`src/rtl/drl_pkg.sv`:
```
package drl_pkg;

  typedef struct packed {
    logic t;
    logic f;
  } rail_t;

  function automatic rail_t r_and(rail_t x, rail_t y);
    rail_t o;
    o.t = x.t & y.t;
    o.f = x.f | y.f;
    return o;
  endfunction

  function automatic rail_t r_or(rail_t x, rail_t y);
    rail_t o;
    o.t = x.t | y.t;
    o.f = x.f & y.f;
    return o;
  endfunction

  // inversion is a rail swap: no cell, no extra event
  function automatic rail_t r_not(rail_t x);
    rail_t o;
    o.t = x.f;
    o.f = x.t;
    return o;
  endfunction

  function automatic rail_t r_xor(rail_t x, rail_t y);
    rail_t o;
    o.t = (x.t & y.f) | (x.f & y.t);
    o.f = (x.t & y.t) | (x.f & y.f);
    return o;
  endfunction

  // single-ended to rail pair, zero during precharge
  function automatic rail_t r_launch(logic v, logic pre);
    rail_t o;
    o.t = ~pre & v;
    o.f = ~pre & ~v;
    return o;
  endfunction

endpackage

```
`src/rtl/drl_in_conv.sv`:
```
module drl_in_conv
  import drl_pkg::*;
#(
  parameter int W = 4
) (
  input  logic             pre,
  input  logic [W-1:0]     d,
  output rail_t [W-1:0]    r
);
  for (genvar i = 0; i < W; i++) begin : g_bit
    assign r[i] = r_launch(d[i], pre);
  end
endmodule

```
`src/rtl/drl_full_add.sv`:
```
module drl_full_add
  import drl_pkg::*;
(
  input  rail_t x,
  input  rail_t y,
  input  rail_t ci,
  output rail_t s,
  output rail_t co
);
  rail_t p;
  assign p  = r_xor(x, y);
  assign s  = r_xor(p, ci);
  assign co = r_or(r_and(x, y), r_and(ci, p));
endmodule

```
`src/rtl/drl_ripple_add.sv`:
```
module drl_ripple_add
  import drl_pkg::*;
#(
  parameter int W = 4
) (
  input  rail_t [W-1:0] x,
  input  rail_t [W-1:0] y,
  input  rail_t         ci,
  output rail_t [W:0]   sum
);
  rail_t [W:0] c;
  assign c[0] = ci;

  for (genvar i = 0; i < W; i++) begin : g_fa
    drl_full_add u_fa (
      .x (x[i]),
      .y (y[i]),
      .ci(c[i]),
      .s (sum[i]),
      .co(c[i+1])
    );
  end

  assign sum[W] = c[W];
endmodule

```
`src/rtl/drl_preg.sv`:
```
module drl_preg
  import drl_pkg::*;
#(
  parameter int W = 5
) (
  input  logic          clk,
  input  logic          rst_n,
  input  logic          pre,
  input  rail_t [W-1:0] d,
  output rail_t [W-1:0] q
);
  logic [W-1:0] cap;
  logic [W-1:0] st;

  for (genvar i = 0; i < W; i++) begin : g_bit
    assign cap[i]  = d[i].t;
    assign q[i]    = r_launch(st[i], pre);
  end

  always_ff @(posedge clk or negedge rst_n) begin
    if (!rst_n)    st <= '0;
    else if (!pre) st <= cap;
  end
endmodule

```
`src/rtl/drl_adder_top.sv`:
```
module drl_adder_top
  import drl_pkg::*;
#(
  parameter int W = 4
) (
  input  logic         clk,
  input  logic         rst_n,
  input  logic         pre,
  input  logic [W-1:0] a_in,
  input  logic [W-1:0] b_in,
  input  logic         c_in,
  output logic [W:0]   sum_t,
  output logic [W:0]   sum_f,
  output logic [W:0]   q_t,
  output logic [W:0]   q_f
);
  localparam int RW = W + 1;

  rail_t [W-1:0]  a_r;
  rail_t [W-1:0]  b_r;
  rail_t [0:0]    c_r;
  rail_t [RW-1:0] s_r;
  rail_t [RW-1:0] q_r;

  drl_in_conv #(.W(W)) u_conv_a (.pre(pre), .d(a_in), .r(a_r));
  drl_in_conv #(.W(W)) u_conv_b (.pre(pre), .d(b_in), .r(b_r));
  drl_in_conv #(.W(1)) u_conv_c (.pre(pre), .d(c_in), .r(c_r));

  drl_ripple_add #(.W(W)) u_add (
    .x  (a_r),
    .y  (b_r),
    .ci (c_r[0]),
    .sum(s_r)
  );

  drl_preg #(.W(RW)) u_reg (
    .clk  (clk),
    .rst_n(rst_n),
    .pre  (pre),
    .d    (s_r),
    .q    (q_r)
  );

  for (genvar i = 0; i < RW; i++) begin : g_out
    assign sum_t[i] = s_r[i].t;
    assign sum_f[i] = s_r[i].f;
    assign q_t[i]   = q_r[i].t;
    assign q_f[i]   = q_r[i].f;
  end
endmodule

```
`config.mk`:
```
export PLATFORM = sky130hd
export DESIGN_NAME = drl_adder_top
export DESIGN_NICKNAME = d
export VERILOG_FILES = /design/src/rtl/drl_pkg.sv /design/src/rtl/drl_in_conv.sv /design/src/rtl/drl_full_add.sv /design/src/rtl/drl_ripple_add.sv /design/src/rtl/drl_preg.sv /design/src/rtl/drl_adder_top.sv
export SDC_FILE = /design/constraint.sdc
export NUM_CORES = 1
export LEC_CHECK = 0
export ABC_AREA = 1
export CAP_MARGIN = 20
export CELL_PAD_IN_SITES_DETAIL_PLACEMENT = 0
export CELL_PAD_IN_SITES_GLOBAL_PLACEMENT = 1
export CORE_MARGIN = 8
export CORE_UTILIZATION = 39
export CTS_CLUSTER_SIZE = 25
export DETAILED_ROUTE_END_ITERATION = 10
export DONT_BUFFER_PORTS = 1
export PLACE_DENSITY_LB_ADDON = 0.1
export SYNTH_ARGS = -nofsm -noshare
export SYNTH_HDL_FRONTEND = slang
export SYNTH_SLANG_ARGS = --single-unit
```
`constraint.sdc`:
```
create_clock -name clk -period 1.5 [get_ports clk]
set_clock_uncertainty 0.05 [all_clocks]
set_input_delay 0.225 -clock clk [delete_from_list [all_inputs] [get_ports clk]]
set_output_delay 0.225 -clock clk [all_outputs]
set_load 0.005 [all_outputs]
```
Word level (Yosys, flattened, before mapping)
Index checks and enable logic that the tools add are counted.
- RAM bits: 0
- input bits: 12
- memories: 0
- flip-flop bits (word level): 5
- bits in latches: 0
- memory bits (read-only): 0
- logic and storage cells: 108
- output and inout port bits: 20
- muxes and demuxes: 0
- reductions and logical operators: 0
- multipliers: 0
- add/sub/neg operators: 0
- shift-type cells: 0
- magnitude comparators: 0
- divide/modulo/power cells: 0
- bitwise operators: 107
- equal/unequal tests: 0
- operators with widths (kind ; number):
    1-bit bitwise AND ; 64
    1-bit OR ; 28
    1-bit inverter ; 15

Longest topological paths before layout
Gate-level depths: netlist of run 1.
- depth in word-level cells: 12
- mapped depth: 12
- gate-level depth less buffers: 11

By module
Synthesis of run 1 repeated with hierarchy kept, for this count alone.
- cells, all modules: 139
- area, all modules: 686.9 sq um
- modules (own cells, without submodules) (module ; cells each ; instances ; seq. area each (sq um) ; area an instance (sq um)):
    drl_full_add ; 18 ; 4 ; 0.0 ; 71.3
    drl_preg ; 38 ; 1 ; 125.1 ; 275.3
    drl_in_conv (u_conv_a ...) ; 13 ; 2 ; 0.0 ; 56.3
    drl_in_conv (u_conv_c) ; 3 ; 1 ; 0.0 ; 13.8

Worst setup path after synthesis of run 1
OpenSTA, ideal clock, no wires.
- path type: in2out
- start point: input pre
- end point: output sum_f[4]
- arrival time: 1.040 ns
- path buffers: 2
- path slack: 0.185 ns
- stages on the path: 11
- data required time: 1.225 ns
- path through: buf_6 inv_6 buf_12 nand3_4 o21ai_2 inv_2 nand2_2 nand2_1 nand2_2 nand2_2 a21oi_2
- cells in the longest elaborated chain, start to end: 12
- elaborated cells on any way between the ends: 42
- classes of those cells: bitwise (42)
- RTL lines (item ; line ; RTL):
    start: declaration ; drl_adder_top.sv:8 ; input logic pre,
    1-bit inverter (*) ; drl_pkg.sv:40, drl_pkg.sv:41 ;
    1-bit bitwise AND (on tied branches) ; drl_pkg.sv:40, drl_pkg.sv:41 ;
    1-bit bitwise AND ; drl_pkg.sv:33 ; o.f = (x.t & y.t) | (x.f & y.f);
    1-bit OR ; drl_pkg.sv:33 ;
    1-bit OR ; drl_pkg.sv:11 ; o.f = x.f | y.f;
    1-bit bitwise AND ; drl_pkg.sv:18 ; o.f = x.f & y.f;
    1-bit OR ; drl_pkg.sv:11 ;
    1-bit bitwise AND ; drl_pkg.sv:18 ;
    1-bit OR ; drl_pkg.sv:11 ;
    1-bit bitwise AND ; drl_pkg.sv:18 ;
    1-bit OR ; drl_pkg.sv:11 ;
    1-bit bitwise AND (*) ; drl_pkg.sv:18 ;
    end: declaration ; drl_adder_top.sv:13 ; output logic [W:0] sum_f,
Every way passes the cells marked *; elsewhere a longest branch is shown, timed or not.

Final worst setup path of run 1
- start point: input pre
- end point: output sum_t[3]
- cells in the longest elaborated chain, start to end: 12
- elaborated cells on any way between the ends: 61
- classes of those cells: bitwise (61)
- RTL lines (item ; line ; RTL):
    1-bit inverter (*) ; drl_pkg.sv:40, drl_pkg.sv:41 ;
    1-bit bitwise AND (on tied branches) ; drl_pkg.sv:40, drl_pkg.sv:41 ;
    1-bit bitwise AND (on tied branches) ; drl_pkg.sv:10, drl_pkg.sv:33, drl_pkg.sv:32 ;
    1-bit OR (on tied branches) ; drl_pkg.sv:33, drl_pkg.sv:32 ;
    1-bit OR / 1-bit bitwise AND (equally long branches) ; drl_pkg.sv:11, drl_pkg.sv:10 ;
    1-bit bitwise AND / 1-bit OR (equally long branches) ; drl_pkg.sv:18, drl_pkg.sv:17 ;
    1-bit OR / 1-bit bitwise AND (equally long branches) ; drl_pkg.sv:11, drl_pkg.sv:10 ;
    1-bit bitwise AND / 1-bit OR (equally long branches) ; drl_pkg.sv:18, drl_pkg.sv:17 ;
    1-bit OR / 1-bit bitwise AND (equally long branches) ; drl_pkg.sv:11, drl_pkg.sv:10 ;
    1-bit bitwise AND / 1-bit OR (equally long branches) ; drl_pkg.sv:18, drl_pkg.sv:17 ;
    1-bit bitwise AND ; drl_pkg.sv:32 ; o.t = (x.t & y.f) | (x.f & y.t);
    1-bit OR (*) ; drl_pkg.sv:32 ;
    end: declaration ; drl_adder_top.sv:12 ; output logic [W:0] sum_t,
Marks and branches as above.

==> results of run 1 <==
==> metrics by stage <==
stage          std cells  total power (uW)  hold WS, ps
2_1_floorplan        109               293         -121
3_3_place_gp         122               293         -120
3_5_place_dp         122               296         -120
4_1_cts              127               462         17.9
5_1_grt              127               492         22.0
6_report             127               449         26.1
==> cell type report <==
cell class                 count  share of cell area (%)
tap                           17                    3.17
clock buffer                   4                    3.92
sequential                     5                    18.7
timing repair buffer           1                    1.49
inverter                      16                    9.70
multi-input combinational     84                    63.1
==> cells in the final DEF, fill, tap and decap left out, drive strengths merged <==
| master | Yosys | final |
|---|---|---|
| clkbuf | 1 | 4 |
| inv | 16 | 16 |
| nand3 | 12 | 12 |
| o21ai | 9 | 9 |
| or2 | 1 | 1 |
| o21bai | 1 | 1 |
| a21oi | 5 | 5 |
| dlygate4sd3 | 0 | 1 |
| nor2 | 19 | 19 |
| nand2 | 37 | 37 |
| dfrtp | 5 | 5 |
==> worst max-delay path by stage <==
stage	from	to	slack, ps	cells after the start
after detailed placement	pre	sum_t[3]	130	11
after global placement	pre	sum_t[3]	140	11
final	pre	sum_t[3]	150	11
after floorplan	pre	sum_f[4]	180	11
after CTS	pre	sum_t[3]	130	11
after global routing	pre	sum_t[3]	20	11
==> worst max-delay path, stage by stage <==
cell and delay (ps):
inv_6 100, nand2_1 80, nand2_2 70, nand3_2 80, nand2_1 90, nand2_1 50
nand2_1 70, nand2_1 50, nand2_1 90, nand2_1 80, nand2_1 90
==> repair_timing <==
item / 4_1_cts / 5_1_grt
endpoints found under the hold margin: 5 / 0
hold buffers: 1 / 0
gates resized for setup: 0 / 0
==> cell families (layout without fill, tap and decap cells) <==
family                 Yosys count  in the layout  share of synthesized area (%)
AND/OR/NAND/NOR                 69             69                           50.7
AO/OA/AOI/OAI                   15             15                           13.5
buffers and inverters           20             21                           16.9
flip-flops                       5              5                           19.0
==> power by group through the flow <==
stage / clock (uW) / sequential [uW] / combinational [uW]
detailed placement: 0 / 160 / 136
finish: 155 / 158 / 137
global placement: 0 / 159 / 133
global route: 175 / 160 / 157
CTS: 163 / 158 / 141
floorplan: 0 / 159 / 135
==> metal layers <==
metal	up-vias	wire (microns)	global-route usage, %
met3	4	144	2.88
met2	21	666	14.7
met4	0	42	8.05
met1	256	648	10.1
li1	341	-	-
met5	-	0	0
==> flow_summary.toml, run 1 <==
[synth]
yosysWarningCount = 0
yosys-top-cells-area = "dfrtp_1 (19%), nand2_1 (17%), nor2_1 (9.7%), inv_1 (8.0%), nand3_1 (6.8%)"
syn-cell-area_sq_um = 659
synthArstFlopShare_pct = 100
post-synth-top-count-cell = "nand2_1"
avgSynthCellArea_sq_um = 6.05
seq_area_frac_synth_pct = 19.0
synthCells = 109
ys_ff_latch = 5
yosys-top-cells-count = "nand2_1 (29), nor2_1 (17), inv_1 (14)"
syn-num-nets = 121
yosys.area.top_type_share_pct = 19.0
synth_flop_cell = "dfrtp_1"
ys_types = 23
synth-edff-count = 0
synth_largest_area_cell = "dfrtp_1"

[outcome]
status = "completed"

[finish]
fillers = 195
diodes = 0
area.growth.synth_to_final_pct = 1.71
regMostFlops = "u_reg.st"
post-route-util_pct = 40.6
drive_gt1_share_pct = 19.1
stdcell_area_sq_um = 671
seqCellArea_sq_um = 125
fin_nets = 123
largest_reg_flops = 5
top_regs = "u_reg.st (5)"
multi_input_area_sq_um = 423

[timing]
worst_slack_ps = 151
hold_viol = 0
setup_viol = 0
fin_tns_setup_ps = 0
slew_violations = 0
post-route-period-util_pct = 89.9
maxSlewHeadroom_pct = 78.0
max_freq_ghz = 0.741
rsz0062_at_grt = "no"
finalCriticalPeriod_ps = 1350
max_slew.worst_pin.slew_ps = 326

[cts]
cts.sinks = 5
cts_setup_buffers = 0
cts_tree = "built"
clockBufferDepth = 2
clock_latency_ps = 240
cts_made_buffers = 3
cts.htree.levels = 1
clkTransAtPathRegs_ps = 40
cts_root_buf = "clkbuf_4"

[floorplan]
core-area_sq_um = 1650
dieArea_sq_um = 3260
die_w_microns = 57.1
boundaryPins = 32
row_count = 15
die_h_microns = 57.1
initial_utilization_pct = 39.9

[worst_setup_path]
path_max_fanout = 26
r2r_cells = 2
worstReg2RegStart = "u_reg.st[2]$_DFFE_PN0N_"
crit_path_end_kind = "output pin"
critPathKind = "primary input to output pin"
crit_arrival_ps = 1070
r2r_setup_slack_ps = 770
r2r-end = "u_reg.st[2]$_DFFE_PN0N_"
required_ps = 1220
critPathLaunchType = "primary input"

[global_routing]
grt_pass1_vias = 570
antenna_found_initial = 0
grt_max_degree = 27
grt_use_total_pct = 9.46
overflow = 0
grt_pass1_wl_mm = 2.48

[place]
place_area_sq_um = 634
globalplace.congestion = 0.727
io_buffers = 0
pre_cts_slack_ps = 129
place_hpwl_mm = 1.27

[power_and_ir_drop]
share_comb_of_total_power_pct = 30.4
ir_worst_vdd_mv = 0.179
switching_share_pct = 33.6
power_leakage_uw = 0.000364
power_switching_uw = 151
clockPowerShare_pct = 34.5
internal-power_uw = 298
powerDensity_nw_per_um2 = 670
p_seq_share_pct = 35.2

[min_path]
min_delay_worst_endpoint = "u_reg.st[1]$_DFFE_PN0N_"
min_from = "pre"
hold_depth = 1
hold_path.class = "primary input to flop"

[run]
max_cap_violations = 0

[route]
vias_per_cell = 4.90
finalWirelength_mm = 1.50
final_antenna_net_count = 0
wire_per_inst_microns = 11.8
drc = 0
drtIter0Drc = 9
dr.pass1.iters = 3
vias = 622
Note: power is estimated with default switching activity, not from simulation.
==> inputs of run 2 (changes only) <==
==> constraint.sdc (replaced) <==
create_clock -name clk -period 1.3 [get_ports clk]
set_clock_uncertainty 0.05 [all_clocks]
set_input_delay 0.195 -clock clk [delete_from_list [all_inputs] [get_ports clk]]
set_output_delay 0.195 -clock clk [all_outputs]
set_load 0.005 [all_outputs]
==> run 2 against run 1 <==
  * Cell count up 3.9%
  * Flip-flop and latch count is the same
  * Register-to-register slack worse by 200 ps
  * Power rose by 21%
  * Largest cell class unchanged
  * Largest power group unchanged
==> flow_summary.toml, run 2 (same netlist as run 1, synthesis figures left out) <==
[worst_setup_path]
crit_path_frequent_cell = "nand2_2"
worstReg2RegStart = "u_reg.st[3]$_DFFE_PN0N_"
critPathKind = "primary input to output pin"
path_max_fanout = 3
cp-startpoint = "c_in"
crit_chain = "clkinvlp_4 > buf_4 > nand2_4 > nand3_2 > nand2_2 > nand2_2 > nand2_1 > nand2_2 > nand3_1 > nand2_2"
critPathLaunchType = "primary input"
required_ps = 1050
slowest_stage = "buf_4"
crit_arrival_ps = 1000
crit_path_end_kind = "output pin"
critPathMaxStageDelay_ps = 150

[power_and_ir_drop]
power_leakage_uw = 0.000384
powerDensity_nw_per_um2 = 728
ir_worst_vdd_mv = 0.278

[route]
drc = 0
finalWirelength_mm = 1.60
dr.pass1.iters = 4
wl_met2_microns = 698
wire_per_inst_microns = 12.1
wl_met1_microns = 699
vias_per_cell = 4.78
dr_wl_met3_microns = 161
drtIter0Drc = 9
final_antenna_net_count = 0
vias = 631
highest_layer = "met4"

[min_path]
hold_path.class = "primary input to flop"
min_from = "pre"

[cts]
cts.htree.levels = 1
clockBufferDepth = 2
cts_root_buf = "clkbuf_4"
clock_latency_ps = 240
cts_tree = "built"
clkTransAtPathRegs_ps = 40
cts.sinks = 5
cts_made_buffers = 3

[floorplan]
dieArea_sq_um = 3260
core-area_sq_um = 1650
die_h_microns = 57.1
boundaryPins = 32
initial_utilization_pct = 39.9
row_count = 15
die_w_microns = 57.1

[global_routing]
grt_use_total_pct = 9.94
grt_pass1_vias = 597
grt_max_degree = 27
overflow = 0
grt_pass1_wl_mm = 2.62
antenna_found_initial = 0

[finish]
diodes = 0
layout_commonest_cell = "nand2_1"
fin_nets = 128
drive_gt1_share_pct = 31.3
layout_common_cells = "nand2_1 (21), nor2_1 (16), nand2_2 (15), inv_1 (12), nand3_1 (9)"
stdcell_area_sq_um = 744
top_regs = "u_reg.st (5)"
largest_reg_flops = 5
regMostFlops = "u_reg.st"
area.growth.synth_to_final_pct = 12.9
fillers = 178
instances_no_fill = 132

[place]
globalplace.congestion = 0.735
io_buffers = 0
pre_cts_slack_ps = 38.7
place_hpwl_mm = 1.29
place_area_sq_um = 649
placedCellCount = 124

[run]
max_cap_violations = 0

[outcome]
status = "completed"

[timing]
max_slew.worst_pin.slew_ps = 325
slew_violations = 0
holdWs_ps = 27.3
setup_viol = 0
maxSlewHeadroom_pct = 78.1
hold_viol = 0
finalCriticalPeriod_ps = 1240
fin_tns_setup_ps = 0
worst_slack_ps = 56.1
post-route-period-util_pct = 95.7
rsz0062_at_grt = "yes"
max_freq_ghz = 0.804
-- run 2: changes by cell type in the layout (fill, tap and decap cells not counted), sizes merged --
| cell | change |
|---|---|
| buf | +4 |
| clkinvlp | +1 |
| dlygate4sd3 | +1 |
| inv | -1 |
-- run 2: per-layer routing --
| layer | vias to the layer above | GRT usage, % |
|---|---|---|
| li1 | 351 | - |
| met1 | 254 | 10.6 |
| met2 | 22 | 15.5 |
| met3 | 4 | 3.33 |
| met4 | 0 | 8.05 |
| met5 | - | 0 |
-- run 2: cell type report --
class	count	area [sq um]	area share (%)
Clock buffer	4	26.3	3.53
Sequential cell	5	125	16.8
Timing Repair Buffer	6	50.0	6.72
Tap cell	17	21.3	2.86
Inverter	16	71.3	9.58
Multi-Input combinational cell	84	450	60.5
-- run 2: timing repair --
action	4_1_cts	5_1_grt
endpoints found under the setup margin	0	4
buffers inserted	0	2
resized for setup	0	13
hold buffers	2	0
hold endpoints to repair	6	0
-- run 2: stage by stage --
stage | util (%) | total power (uW)
floorplan | - | 339
global placement | 39.3 | 343
detailed placement | 39.3 | 347
CTS | 42.1 | 542
global route | 45.1 | 589
finish | 45.1 | 542
-- run 2: final timing paths --
check                      slack, ps  depth (start not counted)                       to
setup / recovery                  60                         10                 sum_t[3]
hold / removal                    30                          2  u_reg.st[2]$_DFFE_PN0N_
setup reg to reg                 570                          2  u_reg.st[3]$_DFFE_PN0N_
hold reg to reg                  470                          2  u_reg.st[4]$_DFFE_PN0N_
max in group asynchronous        820                          1  u_reg.st[0]$_DFFE_PN0N_
min in group asynchronous        190                          1  u_reg.st[1]$_DFFE_PN0N_
-- run 2: where the power goes --
| part | switching, uW | total (uW) | internal, uW |
|---|---|---|---|
| combinational | 108 | 179 | 70.7 |
| clock | 64.0 | 180 | 116 |
| sequential | 10.5 | 183 | 173 |
-- run 2: critical path, delay by kind of cell --
kind	cells	cell delay, ps
and+or+nand+nor	8	580
buffers and inverters	2	240
